`src/rtl/hdrv_pkg.sv`:
```
package hdrv_pkg;
    localparam int CNT_W = 12;

    typedef enum logic [1:0] {
        ST_SB_REL,
        ST_SB_PULL,
        ST_NM_REL,
        ST_NM_PULL
    } drv_state_e;

    typedef struct packed {
        logic             sb;
        logic [CNT_W-1:0] per;
        logic [CNT_W-1:0] wid;
        logic [CNT_W-1:0] ph;
        logic [CNT_W-1:0] bon;
        logic [CNT_W-1:0] boff;
    } line_cfg_t;
endpackage

```
`src/rtl/hdrv_tick_div.sv`:
```
module hdrv_tick_div #(
    parameter int DIV = 5
) (
    input  logic clk_i,
    input  logic rst_ni,
    input  logic restart_i,
    output logic tick_o
);
    localparam int DW = (DIV > 1) ? $clog2(DIV) : 1;
    localparam logic [DW-1:0] LAST = DW'(DIV - 1);

    logic [DW-1:0] cnt_q;

    always_ff @(posedge clk_i or negedge rst_ni) begin
        if (!rst_ni)            cnt_q <= '0;
        else if (restart_i)     cnt_q <= '0;
        else if (cnt_q == LAST) cnt_q <= '0;
        else                    cnt_q <= cnt_q + 1'b1;
    end

    assign tick_o = (cnt_q == LAST);

    // ticks are never adjacent
    p_tick_spacing_r1: assert property (@(posedge clk_i) disable iff (!rst_ni)
        tick_o |=> !tick_o);
    // a restart is followed by a tick-free clock
    p_restart_clears_r8: assert property (@(posedge clk_i) disable iff (!rst_ni)
        restart_i |=> !tick_o);
endmodule

```
`src/rtl/hdrv_line_timer.sv`:
```
module hdrv_line_timer
    import hdrv_pkg::*;
#(
    parameter int SB_PERIOD = 16,
    parameter int SB_WIDTH  = 3
) (
    input  logic             clk_i,
    input  logic             rst_ni,
    input  logic             tick_i,
    input  logic             standby_i,
    input  logic             line_sync_i,
    input  logic [CNT_W-1:0] cfg_period_i,
    input  logic [CNT_W-1:0] cfg_width_i,
    input  logic [CNT_W-1:0] cfg_phase_i,
    input  logic [CNT_W-1:0] cfg_blank_on_i,
    input  logic [CNT_W-1:0] cfg_blank_off_i,
    output logic [CNT_W-1:0] pos_nxt_o,
    output line_cfg_t        cfg_nxt_o,
    output logic             div_restart_o
);
    localparam logic [CNT_W-1:0] SB_PER_C = CNT_W'(SB_PERIOD);
    localparam logic [CNT_W-1:0] SB_WID_C = CNT_W'(SB_WIDTH);
    localparam logic [CNT_W-1:0] MIN_PER  = CNT_W'(2);
    localparam line_cfg_t SB_CFG = '{sb: 1'b1, per: SB_PER_C, wid: SB_WID_C,
                                     ph: '0, bon: '0, boff: '0};

    logic [CNT_W-1:0] pos_q;
    line_cfg_t        cfg_q;
    line_cfg_t        cfg_new;
    logic [CNT_W-1:0] per_new;
    logic             adv;
    logic             line_end;
    logic             line_start;

    always_comb begin
        per_new = (cfg_period_i < MIN_PER) ? MIN_PER : cfg_period_i;
        if (standby_i) begin
            cfg_new = SB_CFG;
        end else begin
            cfg_new.sb   = 1'b0;
            cfg_new.per  = per_new;
            cfg_new.wid  = (cfg_width_i == '0 || cfg_width_i >= per_new)
                           ? per_new - 1'b1 : cfg_width_i;
            cfg_new.ph   = cfg_phase_i;
            cfg_new.bon  = cfg_blank_on_i;
            cfg_new.boff = cfg_blank_off_i;
        end
    end

    assign adv        = cfg_q.sb ? tick_i : 1'b1;
    assign line_end   = adv && (pos_q == cfg_q.per - 1'b1);
    assign line_start = line_end || (line_sync_i && !cfg_q.sb);

    assign pos_nxt_o     = line_start ? '0 : (adv ? pos_q + 1'b1 : pos_q);
    assign cfg_nxt_o     = line_start ? cfg_new : cfg_q;
    assign div_restart_o = line_start && standby_i && !cfg_q.sb;

    always_ff @(posedge clk_i or negedge rst_ni) begin
        if (!rst_ni) begin
            pos_q <= SB_PER_C - 1'b1;
            cfg_q <= SB_CFG;
        end else begin
            pos_q <= pos_nxt_o;
            cfg_q <= cfg_nxt_o;
        end
    end

    // the mode shadow only changes together with a line restart
    p_mode_at_boundary_r8: assert property (@(posedge clk_i) disable iff (!rst_ni)
        !$stable(cfg_q.sb) |-> pos_q == '0);
    // the applied normal-mode width is inside 1..period-1
    p_width_clamped_r5: assert property (@(posedge clk_i) disable iff (!rst_ni)
        !cfg_q.sb |-> (cfg_q.wid != '0 && cfg_q.wid < cfg_q.per));
    // sync without a tick does not move the standby line position
    p_sync_ignored_r9: assert property (@(posedge clk_i) disable iff (!rst_ni)
        (cfg_q.sb && line_sync_i && !tick_i) |=> $stable(pos_q));
    // the shadow settings hold still mid-line
    p_shadow_hold_r7: assert property (@(posedge clk_i) disable iff (!rst_ni)
        (pos_q != '0) |-> $stable(cfg_q));
endmodule

```
`src/rtl/hdrv_drive_fsm.sv`:
```
module hdrv_drive_fsm
    import hdrv_pkg::*;
(
    input  logic             clk_i,
    input  logic             rst_ni,
    input  logic [CNT_W-1:0] pos_nxt_i,
    input  line_cfg_t        cfg_nxt_i,
    output logic             drv_pull_n_o,
    output logic             hblank_o
);
    drv_state_e state_q, state_d;
    logic       blank_q, blank_d;
    logic       hit;

    assign hit = (pos_nxt_i >= cfg_nxt_i.ph) &&
                 ((pos_nxt_i - cfg_nxt_i.ph) < cfg_nxt_i.wid);

    always_comb begin
        state_d = state_q;
        unique case (state_q)
            ST_SB_REL, ST_SB_PULL: begin
                if (!cfg_nxt_i.sb) state_d = hit ? ST_NM_PULL : ST_NM_REL;
                else               state_d = hit ? ST_SB_PULL : ST_SB_REL;
            end
            ST_NM_REL, ST_NM_PULL: begin
                if (cfg_nxt_i.sb)  state_d = hit ? ST_SB_PULL : ST_SB_REL;
                else               state_d = hit ? ST_NM_PULL : ST_NM_REL;
            end
            default:               state_d = ST_SB_REL;
        endcase
    end

    always_comb begin
        if (cfg_nxt_i.sb)                       blank_d = 1'b1;
        else if (pos_nxt_i == cfg_nxt_i.boff)   blank_d = 1'b0;
        else if (pos_nxt_i == cfg_nxt_i.bon)    blank_d = 1'b1;
        else                                    blank_d = blank_q;
    end

    always_ff @(posedge clk_i or negedge rst_ni) begin
        if (!rst_ni) begin
            state_q <= ST_SB_REL;
            blank_q <= 1'b1;
        end else begin
            state_q <= state_d;
            blank_q <= blank_d;
        end
    end

    always_comb begin
        drv_pull_n_o = !(state_q == ST_SB_PULL || state_q == ST_NM_PULL);
        hblank_o     = blank_q;
    end

    // standby states always blank
    p_standby_blank_r6: assert property (@(posedge clk_i) disable iff (!rst_ni)
        (state_q == ST_SB_REL || state_q == ST_SB_PULL) |-> hblank_o);
    // reaching the off position drops blanking in normal mode
    p_blank_off_r6: assert property (@(posedge clk_i) disable iff (!rst_ni)
        (!cfg_nxt_i.sb && pos_nxt_i == cfg_nxt_i.boff) |=> !hblank_o);
    // a pull-low starts only at the phase position
    p_pull_at_phase_r4: assert property (@(posedge clk_i) disable iff (!rst_ni)
        $fell(drv_pull_n_o) |-> $past(pos_nxt_i) == $past(cfg_nxt_i.ph));
endmodule

```
`src/rtl/hdrv_pulse_gen.sv`:
```
module hdrv_pulse_gen
    import hdrv_pkg::*;
#(
    parameter int DIV       = 5,
    parameter int SB_PERIOD = 16,
    parameter int SB_WIDTH  = 3
) (
    input  logic             clk_i,
    input  logic             rst_ni,
    input  logic             standby_i,
    input  logic             line_sync_i,
    input  logic [CNT_W-1:0] cfg_period_i,
    input  logic [CNT_W-1:0] cfg_width_i,
    input  logic [CNT_W-1:0] cfg_phase_i,
    input  logic [CNT_W-1:0] cfg_blank_on_i,
    input  logic [CNT_W-1:0] cfg_blank_off_i,
    output logic             drv_pull_n_o,
    output logic             hblank_o
);
    logic             tick;
    logic             div_restart;
    logic [CNT_W-1:0] pos_nxt;
    line_cfg_t        cfg_nxt;

    hdrv_tick_div #(.DIV(DIV)) u_div (
        .clk_i     (clk_i),
        .rst_ni    (rst_ni),
        .restart_i (div_restart),
        .tick_o    (tick)
    );

    hdrv_line_timer #(.SB_PERIOD(SB_PERIOD), .SB_WIDTH(SB_WIDTH)) u_timer (
        .clk_i           (clk_i),
        .rst_ni          (rst_ni),
        .tick_i          (tick),
        .standby_i       (standby_i),
        .line_sync_i     (line_sync_i),
        .cfg_period_i    (cfg_period_i),
        .cfg_width_i     (cfg_width_i),
        .cfg_phase_i     (cfg_phase_i),
        .cfg_blank_on_i  (cfg_blank_on_i),
        .cfg_blank_off_i (cfg_blank_off_i),
        .pos_nxt_o       (pos_nxt),
        .cfg_nxt_o       (cfg_nxt),
        .div_restart_o   (div_restart)
    );

    hdrv_drive_fsm u_fsm (
        .clk_i        (clk_i),
        .rst_ni       (rst_ni),
        .pos_nxt_i    (pos_nxt),
        .cfg_nxt_i    (cfg_nxt),
        .drv_pull_n_o (drv_pull_n_o),
        .hblank_o     (hblank_o)
    );

    // the pin is released throughout reset recovery of the first cycle
    p_release_after_reset_r10: assert property (@(posedge clk_i) disable iff (!rst_ni)
        $rose(rst_ni) |-> drv_pull_n_o);
endmodule

```
`config.mk`:
```
export PLATFORM = sky130hd
export DESIGN_NAME = hdrv_pulse_gen
export DESIGN_NICKNAME = d
export VERILOG_FILES = /design/src/rtl/hdrv_pkg.sv /design/src/rtl/hdrv_tick_div.sv /design/src/rtl/hdrv_line_timer.sv /design/src/rtl/hdrv_drive_fsm.sv /design/src/rtl/hdrv_pulse_gen.sv
export SDC_FILE = /design/constraint.sdc
export NUM_CORES = 1
export LEC_CHECK = 0
export CAP_MARGIN = 0
export CORE_MARGIN = 1
export CORE_UTILIZATION = 45
export CTS_CLUSTER_DIAMETER = 200
export CTS_CLUSTER_SIZE = 28
export DETAILED_ROUTE_END_ITERATION = 10
export GPL_TIMING_DRIVEN = 0
export PLACE_DENSITY_LB_ADDON = 0.05
export SYNTH_ARGS = -nofsm -noshare
export SYNTH_HDL_FRONTEND = slang
export SYNTH_HIERARCHICAL = 1
export SYNTH_SLANG_ARGS = --single-unit
export TNS_END_PERCENT = 5
```
`constraint.sdc`:
```
create_clock -name clk_i -period 6.2 [get_ports clk_i]
set_input_delay 0.62 -clock clk_i [delete_from_list [all_inputs] [get_ports clk_i]]
set_output_delay 0.62 -clock clk_i [all_outputs]
set_load 0.02 [all_outputs]
```
# --- Word level (Yosys, flattened, before mapping) ---
# Cells that the tools add are included.
classes:
  n_addsub: 5
  magnitude_cmp: 4
  eq_ne: 7
  muxes: 16
  n_reduce_logical: 14
op_table:
  columns: ["op", "n"]
  rows:
  - ["$mux W61", 2]
  - ["$mux W12", 4]
  - ["$eq A12 B12 Y1", 3]
  - ["$ge A12 B12 Y1", 2]
  - ["$sub A12 B1 Y12 const B", 2]
  - ["$add A12 B1 Y12 const B", 1]
  - ["$logic_not A12 Y1", 1]
  - ["$lt A12 B12 Y1", 1]
  - ["$lt A12 B2 Y1 const B", 1]
  - ["$sub A12 B12 Y12", 1]
  - ["$mux W1", 6]
  - ["$mux W3", 2]
  - ["$logic_and A1 B1 Y1", 5]
  - ["$eq A2 B2 Y1 const B", 2]
  - ["$mux W2", 2]
  - ["$reduce_or A4 Y1", 1]
  - ["$add A3 B1 Y3 const B", 1]
  - ["$eq A3 B3 Y1 const B", 1]
  - ["$logic_or A1 B1 Y1", 3]
  - ["$reduce_bool A3 Y1", 1]
  - ["$eq A2 B1 Y1 const B", 1]
  - ["$logic_not A1 Y1", 2]
  - ["$logic_not A2 Y1", 1]
totals:
  ff_bits: 79
  output_inout_bits: 2
  word_cells: 56

# --- Depth between registers and ports, before layout ---
logic_depth:
  word_depth: 13
  depth_mapped: 24
  ltp_nobuf: 22

# --- By module ---
# Netlist, hierarchy kept.
by_module_without_submodules:
  columns: ["mod", "instances", "cells_per_inst", "area_per_inst_um2", "seq_area_each_um2"]
  rows:
  - ["hdrv_line_timer", 1, 423, 4327.9, 1836.8]
  - ["hdrv_drive_fsm", 1, 161, 1231.2, 51.3]
  - ["hdrv_tick_div", 1, 13, 153.9, 75.1]

# --- Worst setup path after synthesis ---
# Ideal clock, no wire load.
synth_path:
  path_type: "flip-flop to flip-flop"
  from: "register u_timer/cfg_q[50] in the netlist's numbering"
  to: "register u_fsm.state_q[0]"
  setup_time_ns: 0.065
  arrival_ns: 4.717
  required_time_ns: 6.135
  path_slack_ns: 1.418
  path_stages_with_launch: 20
  period_less_slack_ns: 4.782
  path_cell_list: "dfrtp_1 -> or4_1 -> nor4bb_1 -> o22ai_1 -> or4_4 -> o21ai_4 -> buf_6 -> mux2_2 -> inv_1 -> ha_1 -> nor2b_4 -> o211ai_2 -> a31oi_2 -> o41ai_2 -> xnor2_1 -> ha_1 -> a21o_1 -> a21o_1 -> a211oi_1 -> o211a_1"
synth_lines:
  columns: ["item", "line", "source"]
  rows:
  - ["start, declared", "hdrv_line_timer.sv:28", "line_cfg_t cfg_q;"]
  - ["start signal, assigned", "hdrv_line_timer.sv:64", "cfg_q <= cfg_nxt_o;"]
  - ["end signal, assigned", "hdrv_drive_fsm.sv:45", "state_q <= state_d;"]
  - ["end, declared", "hdrv_drive_fsm.sv:11", "drv_state_e state_q, state_d;"]

==> run summary <==
Commonest non-fill, non-tap cells in the layout = dfrtp_1 (69), clkdlybuf4s50_1 (63), inv_1 (48), nor2b_1 (41), ha_1 (40)
Sequential-to-total area share from yosys stat = 0.344
RSZ-0062 raised after global routing = false
Largest net degree at the start of global routing = 41
Pleak = 0.00294 uW
Worst skew pair latency = 350 ps
Starting Density = 0.468
Die Wd = 115 um
Post_cts resized = 0
Peak supply drop = 152 uV
First-pass GRT wire length = 23.5 mm
Number of synthesized flops with an enable pin = 0
Buffers on Ports = 64
Setup-failing EPs final = 0
Die area = 13200 um^2
Synthesized cell area = 5710 um^2
Final min period = 5710 ps
CP endpoint = u_fsm/state_q[0]$_DFF_PN0_
Cts hold-fix bufs = 0
CP Data Required Time = 6490 ps
Crit start category = input pin
Detailed Place HPWL = 11.2 mm
Final wirelength = 14.1 mm
Top FF cell, synth = dfrtp_1
Post-synthesis instance total = 597
I/O pin count = 66
Most common cell after layout, fill and taps aside = dfrtp_1
Worst setup EP type = flop
Hold Vio Cnt, Final = 0
CTS clk-pin slew, worst paths = 70 ps
R2r worst-path depth = 19
Routed Antenna Nets = 0
CTS HTree Levels = 3
Core ar. = 12200 um^2
Final Cycle Share = 0.921
Syn-to-layout area delta = 20.5%
Post-route cell area = 6890 um^2
Worst-case clock buffer depth = 2
Setup_tns = 0 ps
Number of synthesized register bits = 78
PwrDens = 296 nW/um^2
Synthesized area per cell = 9.57 um^2
Placed insts = 830
Yosys top cell area share = 0.302
Global route overflow = 0
Status = complete, no violations
Reg2Reg Setup Slack = 820 ps
Ranking of synthesized cells by area = dfrtp_1 (30%), ha_1 (8.8%), mux2_2 (7.7%)
Final net count = 778
# clock sinks = 78
Via count = 4697
Num rows = 40
Initial antenna violation count = 0
Die Ht = 115 um
Max_cap viols = 0
Routability cong. = 0.895
Initial DRC Count = 255
Crit path DAT = 6000 ps
DRC violations left = 0
Fill count = 1145
FMAX = 0.175 GHz
Layout cell share with drive strength beyond 1 = 0.137
Vias in the first global route = 4637
Vias/cell = 5.55
N_diodes = 0
Routed wire length per instance = 16.7 um
Rel. slew slack = 0.480
Yosys cell types = 71
Clock skew = 7.30 ps
Worst hold-check path type = input pin to async pin
Synthesis Warnings = 6
Synth area leader = dfrtp_1
Post-CTS Setup Inserts = 0
Post-synth ARST share = 1.00
CTS buffer count = 9
Gr usage total = 0.235
RR Startpoint = u_timer/cfg_q[50]$_DFF_PN0_
Final Max Slew Viols = 0
Finished Layout Cells = 846
Worst-margin pin slew = 780 ps
DR pass1 iterations = 5
CTS tree = done
Critical Path Fanout Max = 10
Clock root buffer = clkbuf_16
Setup CP Type = input pin to flop
Reg2Reg Capture Point = u_fsm/state_q[0]$_DFF_PN0_
Area of placed instances = 6580 um^2
Syn nets = 702
CP Launch Point = cfg_period_i[7]
-- layout make-up --
cell class,instances,area [um^2],share of cell area
Sequential cell,78,1960,0.285
Inverter,48,180,0.0262
Multi-Input combinational cell,446,3440,0.499
Timing Repair Buffer,65,658,0.0956
Tap cell,168,210,0.0305
Clock inverter,7,78.8,0.0114
Buffer,25,131,0.0191
Clock buffer,9,225,0.0327
-- logic make-up after synthesis --
kind of cell	after synthesis	share of synthesized area
multiplexers	40	0.0786
AND/OR/NAND/NOR	176	0.174
AO/OA/AOI/OAI	125	0.160
flip-flops	78	0.344
adder cells (fa/ha/maj)	41	0.0911
XOR/XNOR	64	0.0981
buffers and inverters	73	0.0545
-- Yosys cell counts, types with 9 or more instances --
cell type and count:
o211ai_1 21, nor2_1 39, mux2_2 39, xnor2_1 37, nor2b_1 41, nor4_1 9, o21ai_0 14, o31ai_1 14
nand4_1 16, ha_1 40, clkbuf_1 15, nor3_1 20, nand2_1 14, a21oi_1 18, dfstp_2 9, inv_1 48
xor2_1 27, dfrtp_1 69
-- worst max-delay path: stages --
cell	delay [ps]
clkdlybuf4s50_1	490
or3_1	400
nor4_1	510
nand2_1	110
o21ai_0	390
inv_1	90
ha_1	270
nand2b_1	140
a2111o_1	440
a31o_2	270
nor2_1	520
nor3_1	130
o41ai_1	390
inv_1	100
ha_1	320
a21o_1	160
a21o_1	170
a211oi_1	290
o211a_1	180
-- flip-flops by register name (all words and copies together), names as in the netlist --
name,flops
u_div/cnt_q,3
u_fsm/hblank_o,1
u_timer/cfg_q,61
u_fsm/state_q,1
u_timer/pos_q,12
-- report_power, final --
part / switching [uW] / total [uW] / leakage, uW / internal, uW
clock: 230 / 547 / 0.000151 / 318
combinational: 444 / 846 / 0.00179 / 402
sequential: 44.3 / 643 / 0.00100 / 599
total: 718 / 2040 / 0.00294 / 1320
-- worst min-delay path by stage --
| stage | start | to | slack (ps) | depth (start not counted) |
|---|---|---|---|---|
| 6_report | rst_ni | u_div/cnt_q[2]$_DFF_PN0_ | 240 | 1 |
| 5_1_grt | rst_ni | u_timer/cfg_q[53]$_DFF_PN0_ | 290 | 1 |
| 4_1_cts | rst_ni | u_timer/cfg_q[53]$_DFF_PN0_ | 260 | 1 |
| 3_5_place_dp | u_div/cnt_q[0]$_DFF_PN0_ | u_div/cnt_q[0]$_DFF_PN0_ | 460 | 1 |
| 3_3_place_gp | u_div/cnt_q[0]$_DFF_PN0_ | u_div/cnt_q[0]$_DFF_PN0_ | 450 | 1 |
| 2_1_floorplan | rst_ni | u_div/cnt_q[0]$_DFF_PN0_ | 320 | 0 |
-- stage by stage --
| stage | utilization | hold WS, ps | power, uW | setup slack, ps |
|---|---|---|---|---|
| after floorplan | - | 324 | 1290 | 1420 |
| after global placement | 0.538 | 455 | 1480 | 241 |
| after detailed placement | 0.539 | 460 | 1510 | 171 |
| after CTS | 0.564 | 259 | 2060 | 514 |
| after global routing | 0.564 | 289 | 2190 | 103 |
| final | 0.564 | 242 | 2040 | 489 |
-- per-layer routing --
layer,part of all wire,vias to the layer above,global-route usage
li1,-,2315,-
met1,0.47,2275,0.318
met2,0.47,86,0.378
met3,0.040,21,0.0349
met4,0.022,0,0.0926
met5,0,-,0
Note: power is estimated with default switching activity, not from simulation.
